--- config.mk ---
export PLATFORM = sky130hd
export DESIGN_NAME = shrbus_slave_req
export DESIGN_NICKNAME = d
export VERILOG_FILES = /design/src/rtl/shrbus_pkg.sv /design/src/rtl/sbs_sog_detect.sv /design/src/rtl/sbs_frame_ctr.sv /design/src/rtl/sbs_grant_deser.sv /design/src/rtl/sbs_tx_window.sv /design/src/rtl/shrbus_slave_req.sv
export SDC_FILE = /design/constraint.sdc
export NUM_CORES = 1
export LEC_CHECK = 0
export BUFFER_PORTS_ARGS = -buffer_cell sky130_fd_sc_hd__buf_2
export CAP_MARGIN = 15
export CORE_MARGIN = 1.5
export CORE_UTILIZATION = 53
export CTS_CLUSTER_DIAMETER = 40
export CTS_CLUSTER_SIZE = 28
export DETAILED_ROUTE_END_ITERATION = 12
export GPL_ROUTABILITY_DRIVEN = 0
export PLACE_DENSITY = 0.8
export SLEW_MARGIN = 20
export SYNTH_ARGS = -nofsm -noshare
export SYNTH_HDL_FRONTEND = slang
export SYNTH_HIERARCHICAL = 1
export SYNTH_SLANG_ARGS = --single-unit
--- constraint.sdc ---
create_clock -name clk -period 3.28 [get_ports clk]
set_input_delay 0.656 -clock clk [delete_from_list [all_inputs] [get_ports clk]]
set_output_delay 0.656 -clock clk [all_outputs]
set_load 0.02 [all_outputs]
--- src/rtl/shrbus_pkg.sv ---
package shrbus_pkg;

  // Transmit window length picked by the mode bit.
  function automatic int unsigned win_len(input logic long_m,
                                          input int unsigned short_w,
                                          input int unsigned long_w);
    return long_m ? long_w : short_w;
  endfunction

  // True when v lies within [lo, hi].
  function automatic logic in_window(input int unsigned v,
                                     input int unsigned lo,
                                     input int unsigned hi);
    return (v >= lo) && (v <= hi);
  endfunction

  // Offset of a queue's request slot inside a frame.
  function automatic int unsigned slot_offset(input int unsigned base,
                                              input int unsigned qn);
    return base + qn;
  endfunction

endpackage

--- src/rtl/sbs_sog_detect.sv ---
module sbs_sog_detect #(
  parameter int unsigned MIN_IDLE = 6
) (
  input  logic clk,
  input  logic rst_n,
  input  logic gin,
  input  logic hdr_busy,
  output logic sog,
  output logic err
);
  localparam int unsigned IDW = $clog2(MIN_IDLE + 1);
  localparam logic [IDW-1:0] IDLE_SAT = IDW'(MIN_IDLE);

  logic [IDW-1:0] idle_cnt;
  logic           gin_q;
  logic           fall_seen;

  // A falling edge that is not part of a frame header.
  assign fall_seen = !gin && gin_q && !hdr_busy;
  assign sog       = fall_seen && (idle_cnt >= IDLE_SAT);

  always_ff @(posedge clk or negedge rst_n) begin
    if (!rst_n) begin
      idle_cnt <= '0;
      gin_q    <= 1'b1;
      err      <= 1'b0;
    end else begin
      gin_q <= gin;
      err   <= fall_seen && (idle_cnt < IDLE_SAT);
      if (!gin)
        idle_cnt <= '0;
      else if (idle_cnt != IDLE_SAT)
        idle_cnt <= idle_cnt + 1'b1;
    end
  end
endmodule

--- src/rtl/sbs_frame_ctr.sv ---
module sbs_frame_ctr #(
  parameter int unsigned OFFW     = 6,
  parameter int unsigned LAST_OFF = 41
) (
  input  logic            clk,
  input  logic            rst_n,
  input  logic            sog,
  output logic [OFFW-1:0] off
);
  localparam logic [OFFW-1:0] LAST_O = OFFW'(LAST_OFF);

  // off == 0 means no frame is running; otherwise it is the offset
  // of the current cycle from the start of grant.
  always_ff @(posedge clk or negedge rst_n) begin
    if (!rst_n)
      off <= '0;
    else if (sog)
      off <= OFFW'(1);
    else if (off != '0)
      off <= (off == LAST_O) ? '0 : off + 1'b1;
  end
endmodule

--- src/rtl/sbs_grant_deser.sv ---
module sbs_grant_deser #(
  parameter int unsigned QW   = 5,
  parameter int unsigned OFFW = 6
) (
  input  logic            clk,
  input  logic            rst_n,
  input  logic [OFFW-1:0] off,
  input  logic            gin,
  output logic            grant_hit,
  output logic            vld,
  output logic [QW-1:0]   q
);
  localparam logic [OFFW-1:0] LAST_QBIT = OFFW'(QW);
  localparam logic [OFFW-1:0] VLD_O     = OFFW'(QW + 1);

  logic [QW-1:0] shreg;
  logic          qbit_phase;

  assign qbit_phase = (off != '0) && (off <= LAST_QBIT);
  assign grant_hit  = (off == VLD_O) && !gin;

  always_ff @(posedge clk or negedge rst_n) begin
    if (!rst_n) begin
      shreg <= '0;
      vld   <= 1'b0;
      q     <= '0;
    end else begin
      if (qbit_phase)
        shreg <= {shreg[QW-2:0], gin};
      vld <= grant_hit;
      if (grant_hit)
        q <= shreg;
    end
  end
endmodule

--- src/rtl/sbs_tx_window.sv ---
module sbs_tx_window
  import shrbus_pkg::*;
#(
  parameter int unsigned SHORT_W = 53,
  parameter int unsigned LONG_W  = 55
) (
  input  logic clk,
  input  logic rst_n,
  input  logic load,
  input  logic long_m,
  output logic busy
);
  localparam int unsigned CW = $clog2(LONG_W + 1);

  logic [CW-1:0] cnt;

  assign busy = (cnt != '0);

  always_ff @(posedge clk or negedge rst_n) begin
    if (!rst_n)
      cnt <= '0;
    else if (load)
      cnt <= CW'(win_len(long_m, SHORT_W, LONG_W));
    else if (cnt != '0)
      cnt <= cnt - 1'b1;
  end
endmodule

--- src/rtl/shrbus_slave_req.sv ---
module shrbus_slave_req
  import shrbus_pkg::*;
#(
  parameter int unsigned NUM_Q    = 32,
  parameter int unsigned QW       = $clog2(NUM_Q),
  parameter int unsigned REQ_BASE = 10,
  parameter int unsigned MIN_IDLE = 6,
  parameter int unsigned SHORT_W  = 53,
  parameter int unsigned LONG_W   = 55
) (
  input  logic             clk,
  input  logic             rst_n,
  input  logic             grant_in,
  input  logic [NUM_Q-1:0] q_pending,
  input  logic             win_long,
  output logic             req_out,
  output logic             grant_vld,
  output logic [QW-1:0]    grant_q,
  output logic             tx_busy,
  output logic             frame_err
);
  localparam int unsigned HDR_LEN  = QW + 3;
  localparam int unsigned LAST_OFF = REQ_BASE + NUM_Q - 1;
  localparam int unsigned OFFW     = $clog2(LAST_OFF + 1);
  localparam logic [OFFW-1:0] HDR_O  = OFFW'(HDR_LEN);
  localparam logic [OFFW-1:0] BASE_O = OFFW'(REQ_BASE);

  // Named internal events, also used by the checker.
  logic            sog_evt;
  logic            frame_act;
  logic            hdr_busy;
  logic            grant_hit;
  logic            slot_act;
  logic [OFFW-1:0] frame_off;
  logic [QW-1:0]   slot_idx;

  assign frame_act = (frame_off != '0);
  assign hdr_busy  = frame_act && (frame_off < HDR_O);
  assign slot_act  = frame_act &&
                     in_window(32'(frame_off), REQ_BASE, LAST_OFF);
  assign slot_idx  = QW'(frame_off - BASE_O);

  sbs_sog_detect #(.MIN_IDLE(MIN_IDLE)) u_sog (
    .clk      (clk),
    .rst_n    (rst_n),
    .gin      (grant_in),
    .hdr_busy (hdr_busy),
    .sog      (sog_evt),
    .err      (frame_err)
  );

  sbs_frame_ctr #(.OFFW(OFFW), .LAST_OFF(LAST_OFF)) u_ctr (
    .clk   (clk),
    .rst_n (rst_n),
    .sog   (sog_evt),
    .off   (frame_off)
  );

  sbs_grant_deser #(.QW(QW), .OFFW(OFFW)) u_deser (
    .clk       (clk),
    .rst_n     (rst_n),
    .off       (frame_off),
    .gin       (grant_in),
    .grant_hit (grant_hit),
    .vld       (grant_vld),
    .q         (grant_q)
  );

  sbs_tx_window #(.SHORT_W(SHORT_W), .LONG_W(LONG_W)) u_win (
    .clk    (clk),
    .rst_n  (rst_n),
    .load   (grant_hit),
    .long_m (win_long),
    .busy   (tx_busy)
  );

  // The pending bit of a queue is looked at only in its own slot.
  assign req_out = !(slot_act && q_pending[slot_idx]);
endmodule

==> reports/qor.txt, run 1 <==
Overflow after GRT: 0
CTS max path bufs: 2
Number of max-cap violations: 0
Register share of total power: 32.2%
Setup CP Type: reg2out
Num CTS Buffers: 3
Initial Utilization: 55.65%
Leak pwr: 1.062 nW
H-tree level count: 1
Die Wd: 62.43 microns
Hold_buf cts: 0
Internal power: 1.203 mW
Worst EP required: 2620 ps
Flops & latches, synth: 28
CTS Root Cell: clkbuf_4
Layout area overhead: 16.11%
Pwr/cell area: 949.1 nW/um^2
Family with the most delay on the worst path: multiplexers
Wirelength per Cell: 13.46 microns
CTS clock-pin slew for the worst setup and hold paths: 150 ps
Std-Cell Rows: 21
Post-DP HPWL: 2.738 mm
Post-cts resize count: 0
Setup Buffers After CTS: 0
Largest net degree at the start of global routing: 29
Register area share after synthesis: 37.50%
Fin nets: 264
Status: complete, no violations
Layout cells sized above 1: 34.40%
Syn nets: 217
Total global-route track usage: 20.20%
Mapped Avg Cell Area: 10.88 sq um
TritonCTS clock tree: built
Netlist cell types: 50
EDFF count, synth: 0
Initial drt markers: 104
Crit-path max FO: 8
IO buf count: 44
Routed Antenna Nets: 0
I/O pins: 45
First drt pass iteration count: 4
Die area: 3898 sq um
WHS: 316.4 ps
Main flop type after synthesis: dfrtp_1
Worst path bufs/invs: 2
Fin. Hold Viols: 0
Slew Limit Fails: 0
First-pass GRT wire length: 6.479 mm
Tcrit/Tclk final: 92.00%
Final min period: 3018 ps
N_diodes: 0
Via/cell ratio: 5.587
Clk_lat worst skew: 320 ps
Hold Crit Class: in2async
Slew @ Worst Pin: 610.9 ps
Vias in the first global route: 1467
DR vias: 1475
Final TNS setup: 0 ps
Async SR Flop Fraction: 100.0%
Critical path cell sequence: inv_1 > ha_1 > mux2i_1 > mux4_2 > a31oi_1 > nand4_1 > buf_2
Clock network fraction of total power: 11.0%
Slowest-stage cell, CP: ha_1
Net Sw Frac: 41.66%
# DRC: 0
Psw: 0.8592 mW
Rel. slew slack: 59.27%
Mapped Area: 1872 sq um
VDD IR max: 573.6 uV
Comb pwr share: 56.8%
Die Ht: 62.43 microns
Startpoint types: flip-flop
Clock Sinks: 28
Final setup viols: 0
RSZ-0062 raised after global routing: no
Initial antenna violation count: 0
Flop2flop setup slack: 1050 ps
FMAX: 0.3314 GHz
Yosys warns: 6
Syn Inst Count: 172
Core area: 3363 sq um
Crit path DAT: 2360 ps
Slowest stage delay, CP: 530 ps
Routed wire length: 3.554 mm
Worst Skew: 1.395 ps
Crit end category: output port
final cells by class:
cell class / instances / area (sq um)
fill: 281 / 1190
multi-input combinational: 124 / 1062
sequential: 28 / 701.9
timing repair buffer: 47 / 242.7
tap: 46 / 57.56
inverter: 15 / 56.30
clock inverter: 1 / 30.03
clock buffer: 3 / 22.52
cell families after synthesis:
family          share of synthesized area [%]
mux                                     18.78
simple gates                            15.57
xor+xnor                                2.340
compound gates                          14.04
buf+inv                                 5.748
flops                                   37.50
fa+ha+maj                               6.016
state kept, by name, summed over array words and instances, names as in the netlist:
name            cells
u_ctr/off           6
u_win/cnt           6
u_deser/q           5
u_deser/shreg       5
u_sog/idle_cnt      3
u_deser/vld         1
u_sog/err           1
u_sog/gin_q         1
per-layer routing:
| layer | global-route usage, % | wire length [microns] |
|---|---|---|
| met1 | 26.65 | 1684 |
| met2 | 34.81 | 1739 |
| met3 | 3.063 | 98 |
| met4 | 5.278 | 31 |
| met5 | 0 | 0 |
synth_stat cells (2+ instances only):
cell	instances	share of area, %
o21a_1	2	0.80
or3_1	2	0.67
mux4_2	5	6.0
nor3_1	7	1.9
mux2i_1	13	7.0
mux2_2	3	1.8
o31ai_1	3	1.2
nor4_1	2	0.67
o211ai_1	2	0.80
nand2b_1	4	1.3
xnor2_1	2	0.94
a21oi_1	8	2.1
nor2_1	6	1.2
a22o_1	2	0.94
nand3b_1	2	0.80
nor2b_1	2	0.67
ha_1	9	6.0
nand4_1	2	0.67
mux2_4	5	4.0
inv_1	15	3.0
or3_4	2	1.2
and3_1	2	0.67
nand2_1	4	0.80
a31oi_1	3	1.0
o21ai_1	5	1.3
o21ai_0	3	0.80
a21oi_2	2	0.94
xor2_1	3	1.4
a221oi_1	2	0.94
nand3_1	3	0.80
dfrtp_1	27	36
buf_6	2	1.2
metrics by stage:
stage	worst slack, ps	power [mW]	instance area (sq um)	instances	utilization [%]
after detailed placement	656.0	1.849	2121	260	63.06
after floorplan	290.1	1.603	1872	172	-
final	262.3	2.063	2173	264	64.62
after global placement	729.2	1.806	2121	260	63.06
after CTS	269.6	2.075	2173	264	64.62
after global routing	94.46	2.249	2173	264	64.62
placed cells by master (no fill, tap or decap), types with 3 or more instances in the layout:
cell	count
buf_4	3
ha_1	9
mux4_2	5
a31oi_1	3
nand2b_1	4
dfrtp_1	27
o21ai_1	5
o21ai_0	3
buf_2	44
nand2_1	4
nor3_1	7
inv_1	15
mux2i_1	13
xor2_1	3
nand3_1	3
nor2_1	6
mux2_4	5
clkbuf_4	3
mux2_2	3
a21oi_1	8
o31ai_1	3
power by group through the flow:
| stage | Sequential, mW | Clock, mW | Combinational (mW) |
|---|---|---|---|
| 6_report | 0.664 | 0.226 | 1.17 |
| 5_1_grt | 0.696 | 0.252 | 1.30 |
| 4_1_cts | 0.667 | 0.232 | 1.18 |
| 3_5_place_dp | 0.676 | 0 | 1.17 |
| 3_3_place_gp | 0.666 | 0 | 1.14 |
| 2_1_floorplan | 0.692 | 0 | 0.911 |
worst paths after layout:
path,from,to,cells past startpoint
max in group asynchronous,rst_n,u_ctr/off[4]$_DFFE_PN0P_,1
min,rst_n,u_deser/q[3]$_DFFE_PN0P_,1
min reg2reg,u_deser/q[1]$_DFFE_PN0P_,u_deser/q[1]$_DFFE_PN0P_,1
max,u_ctr/off[1]$_DFFE_PN0P_,req_out,7
min in group clk,grant_in,u_sog/gin_q$_DFF_PN1_,1
max reg2reg,u_ctr/off[0]$_DFFE_PN0P_,u_ctr/off[2]$_DFFE_PN0P_,7
No activity file was read; power rests on OpenSTA's default activity.
==> inputs of run 2 (changes only) <==
Settings changed: PLACE_DENSITY 0.8 to 0.79.
==> reports/qor.txt, run 2 (synthesis results as in run 1) <==
Routed Antenna Nets: 0
Layout cells sized above 1: 34.40%
Worst setup path startpoint: u_ctr/off[1]$_DFFE_PN0P_
Post-route cell area: 2173 sq um
Die area: 3898 sq um
Setup Buffers After CTS: 0
Clk_lat worst skew: 320 ps
CTS Root Cell: clkbuf_4
Initial Utilization: 55.65%
Worst EP required: 2620 ps
Vias in the first global route: 1425
Fill cells: 277
Overflow after GRT: 0
Number of max-cap violations: 0
R2R cell count: 7
Initial antenna violation count: 0
Slew Limit Fails: 0
Final min period: 2966 ps
Fin cells: 264
CTS clock-pin slew for the worst setup and hold paths: 150 ps
Pwr/cell area: 939.8 nW/um^2
Crit-path max FO: 8
I/O pins: 45
Worst r2r src: u_ctr/off[0]$_DFFE_PN0P_
Post-DP HPWL: 2.608 mm
Worst Skew: 3.759 ps
Slowest-stage cell, CP: ha_1
Routed wire length: 3.344 mm
FMAX: 0.3372 GHz
Worst path bufs/invs: 2
H-tree level count: 1
Family with the most delay on the worst path: multiplexers
Std-Cell Rows: 21
Final TNS setup: 0 ps
Num CTS Buffers: 3
Commonest non-fill, non-tap cell in the layout: buf_2
Cells after DPL: 260
Crit path DAT: 2310 ps
Total global-route track usage: 18.84%
Startpoint types: flip-flop
Die Wd: 62.43 microns
WHS: 319.9 ps
N_diodes: 0
Final setup viols: 0
DR vias: 1444
Critical path cell sequence: inv_1 > ha_1 > mux2i_1 > mux4_2 > a31oi_1 > nand4_1 > buf_2
Initial drt markers: 70
Hold Crit Class: in2async
Fin. Hold Viols: 0
CTS max path bufs: 2
Setup CP Type: reg2out
Wirelength per Cell: 12.67 microns
Slew @ Worst Pin: 602.9 ps
Leak pwr: 1.062 nW
VDD IR max: 549.3 uV
Via/cell ratio: 5.470
First drt pass iteration count: 4
IO buf count: 44
Post-cts resize count: 0
Commonest non-fill, non-tap cells in the layout: buf_2, dfrtp_1, inv_1
# DRC: 0
Largest registers: u_ctr/off: 6 flops, u_win/cnt: 6 flops
Die Ht: 62.43 microns
Flop2flop setup slack: 1040 ps
Rel. slew slack: 59.81%
Fin nets: 264
TritonCTS clock tree: built
DP Area: 2121 sq um
Slowest stage delay, CP: 500 ps
RSZ-0062 raised after global routing: no
Final Util: 64.62%
Layout area overhead: 16.11%
Clock Sinks: 28
Largest net degree at the start of global routing: 29
Crit end category: output port
Worst r2r dst: u_ctr/off[2]$_DFFE_PN0P_
First-pass GRT wire length: 6.044 mm
Status: complete, no violations
Tcrit/Tclk final: 90.42%
Core area: 3363 sq um
Hold_buf cts: 0
run 2: cell counts in the layout (fill, tap and decap cells not counted):
Identical to the previous run, type by type.
run 2: layout make-up:
type / count / area, sq um / share of cell area (%)
clock buffer: 3 / 22.52 / 1.036
tap: 46 / 57.56 / 2.648
sequential: 28 / 701.9 / 32.30
timing repair buffer: 47 / 242.7 / 11.17
clock inverter: 1 / 30.03 / 1.382
multi-input combinational: 124 / 1062 / 48.88
inverter: 15 / 56.30 / 2.591
run 2: stage by stage:
stage / worst slack, ps / power (mW)
6_report: 314.3 / 2.043
3_3_place_gp: 710.4 / 1.805
2_1_floorplan: 290.1 / 1.603
5_1_grt: 142.9 / 2.223
3_5_place_dp: 672.9 / 1.834
4_1_cts: 291.6 / 2.063
run 2: power breakdown:
part / switching, mW / leakage, nW / internal, mW
sequential: 0.170 / 0.340 / 0.489
clock: 0.0973 / 0.0279 / 0.123
combinational: 0.573 / 0.694 / 0.590
run 2: per-layer routing:
metal	vias to the layer above	wire length (microns)	track usage, %
met5	-	0	0
li1	734	-	-
met1	689	1531	24.94
met3	0	72	1.622
met2	21	1740	33.74
met4	0	0	4.167
run 2: worst max-delay path by stage:
stage | endpoint | slack (ps) | cells past startpoint
floorplan | req_out | 290 | 8
global placement | req_out | 710 | 7
detailed placement | req_out | 670 | 7
CTS | req_out | 290 | 7
global route | req_out | 140 | 7
finish | req_out | 310 | 7
run 2: worst register-to-register path, delay by kind of cell (launching register included):
kind	cells	cell delay, ps
buffers and inverters	1	280
AOI/OAI and AO/OA	1	240
and+or+nand+nor	5	1030
DFF	1	580
==> inputs of run 3 (changes only) <==
Settings changed: PLACE_DENSITY 0.79 to 0.88.
==> reports/qor.txt, run 3 (synthesis results as in run 1) <==
Crit path to: req_out
RSZ-0062 raised after global routing: no
H-tree level count: 1
Net Sw Frac: 42.74%
TritonCTS clock tree: built
Final setup viols: 0
Internal power: 1.150 mW
Slowest-stage cell, CP: ha_1
Worst r2r src: u_ctr/off[0]$_DFFE_PN0P_
CP Depth: 7
Via/cell ratio: 5.598
Number of max-cap violations: 0
Layout cells sized above 1: 34.40%
DR vias: 1478
Fill cells: 280
DP Area: 2121 sq um
Family with the most delay on the worst path: multiplexers
Hold Crit Class: in2async
CTS clock-pin slew for the worst setup and hold paths: 140 ps
Total global-route track usage: 19.63%
Wirelength per Cell: 13.27 microns
Post-route cell area: 2157 sq um
Clk_lat worst skew: 330 ps
Multi-input gate area: 1062 sq um
Largest registers: u_ctr/off: 6 flops, u_win/cnt: 6 flops
Initial Utilization: 55.65%
Crit end category: output port
Overflow after GRT: 0
Leak pwr: 1.055 nW
First-pass GRT wire length: 6.175 mm
Slew Limit Fails: 0
Pwr/cell area: 930.9 nW/um^2
Worst setup path startpoint: u_ctr/off[1]$_DFFE_PN0P_
# DRC: 0
CTS Root Cell: clkbuf_4
Final TNS setup: 0 ps
WL met3: 123 microns
Routed Antenna Nets: 0
Commonest non-fill, non-tap cell in the layout: buf_2
Comb pwr share: 58.0%
FMAX: 0.3351 GHz
Setup CP Type: reg2out
Status: complete, no violations
Die Ht: 62.43 microns
IO buf count: 44
Worst path bufs/invs: 2
VDD IR max: 445.7 uV
Initial antenna violation count: 0
Die area: 3898 sq um
Worst EP required: 2620 ps
Initial drt markers: 78
Post-DP HPWL: 2.643 mm
Num CTS Buffers: 3
Core area: 3363 sq um
Top routing layer in use: met4
Commonest non-fill, non-tap cells in the layout: buf_2, dfrtp_1, inv_1
Die Wd: 62.43 microns
Startpoint types: flip-flop
N_diodes: 0
Std-Cell Rows: 21
Psw: 0.8582 mW
Largest net degree at the start of global routing: 29
Met2 WL: 1.832 mm
CTS max path bufs: 2
Clock network fraction of total power: 8.3%
Clock Sinks: 28
Worst Skew: 4.444 ps
Met1 Wirelength: 1.532 mm
Hold_buf cts: 0
Tcrit/Tclk final: 90.98%
Register share of total power: 33.7%
Final min period: 2984 ps
R2R cell count: 6
I/O pins: 45
Critical path cell sequence: inv_1 > ha_1 > mux2i_1 > mux4_2 > a31oi_1 > nand4_1 > buf_2
Vias in the first global route: 1451
Crit-path max FO: 8
Crit path DAT: 2330 ps
Fin nets: 264
Slowest stage delay, CP: 520 ps
First drt pass iteration count: 4
Worst r2r dst: u_ctr/off[2]$_DFFE_PN0P_
Post-cts resize count: 0
Register area: 701.9 sq um
Fin. Hold Viols: 0
Routed wire length: 3.503 mm
Layout area overhead: 15.24%
Slew @ Worst Pin: 642.9 ps
Setup Buffers After CTS: 0
Flop2flop setup slack: 1170 ps
Rel. slew slack: 57.14%
## run 3: power groups by stage
stage                     Clock [mW]  Combinational, mW  Sequential (mW)
after floorplan                    0              0.911            0.692
after global placement             0               1.13            0.673
after detailed placement           0               1.17            0.684
after CTS                      0.172               1.17            0.676
after global routing           0.186               1.28            0.707
final                          0.167               1.16            0.676
## run 3: final cells by class
type	instances	share of cell area, %
flip-flops and latches	28	32.54
inverters	15	2.610
well taps	46	2.668
multi-input cells	124	49.25
clock buffers	4	1.682
repair buffers	47	11.25
## run 3: worst min path at each step
stage	from	endpoint	slack, ps	cells past startpoint
finish	rst_n	u_deser/shreg[2]$_DFFE_PN0P_	300	1
global route	rst_n	u_deser/shreg[2]$_DFFE_PN0P_	340	1
CTS	rst_n	u_ctr/off[4]$_DFFE_PN0P_	330	1
detailed placement	u_deser/q[3]$_DFFE_PN0P_	u_deser/q[3]$_DFFE_PN0P_	490	1
global placement	u_deser/shreg[4]$_DFFE_PN0P_	u_deser/q[4]$_DFFE_PN0P_	490	1
floorplan	rst_n	u_ctr/off[0]$_DFFE_PN0P_	360	0
## run 3: layer usage
metal / vias up / global-route usage (%)
met4: 0 / 7.222
li1: 733 / -
met5: - / 0
met3: 3 / 3.423
met2: 28 / 33.87
met1: 714 / 24.73
## run 3: metrics by stage
| stage | util [%] | setup WS, ps | power [mW] | hold slack (ps) | cells |
|---|---|---|---|---|---|
| 2_1_floorplan | - | 290.1 | 1.603 | 360.4 | 172 |
| 3_3_place_gp | 63.06 | 694.3 | 1.799 | 488.1 | 260 |
| 3_5_place_dp | 63.06 | 669.2 | 1.849 | 490.7 | 260 |
| 4_1_cts | 64.14 | 273.7 | 2.014 | 327.8 | 264 |
| 5_1_grt | 64.14 | 74.43 | 2.173 | 340.4 | 264 |
| 6_report | 64.14 | 295.8 | 2.008 | 302.1 | 264 |
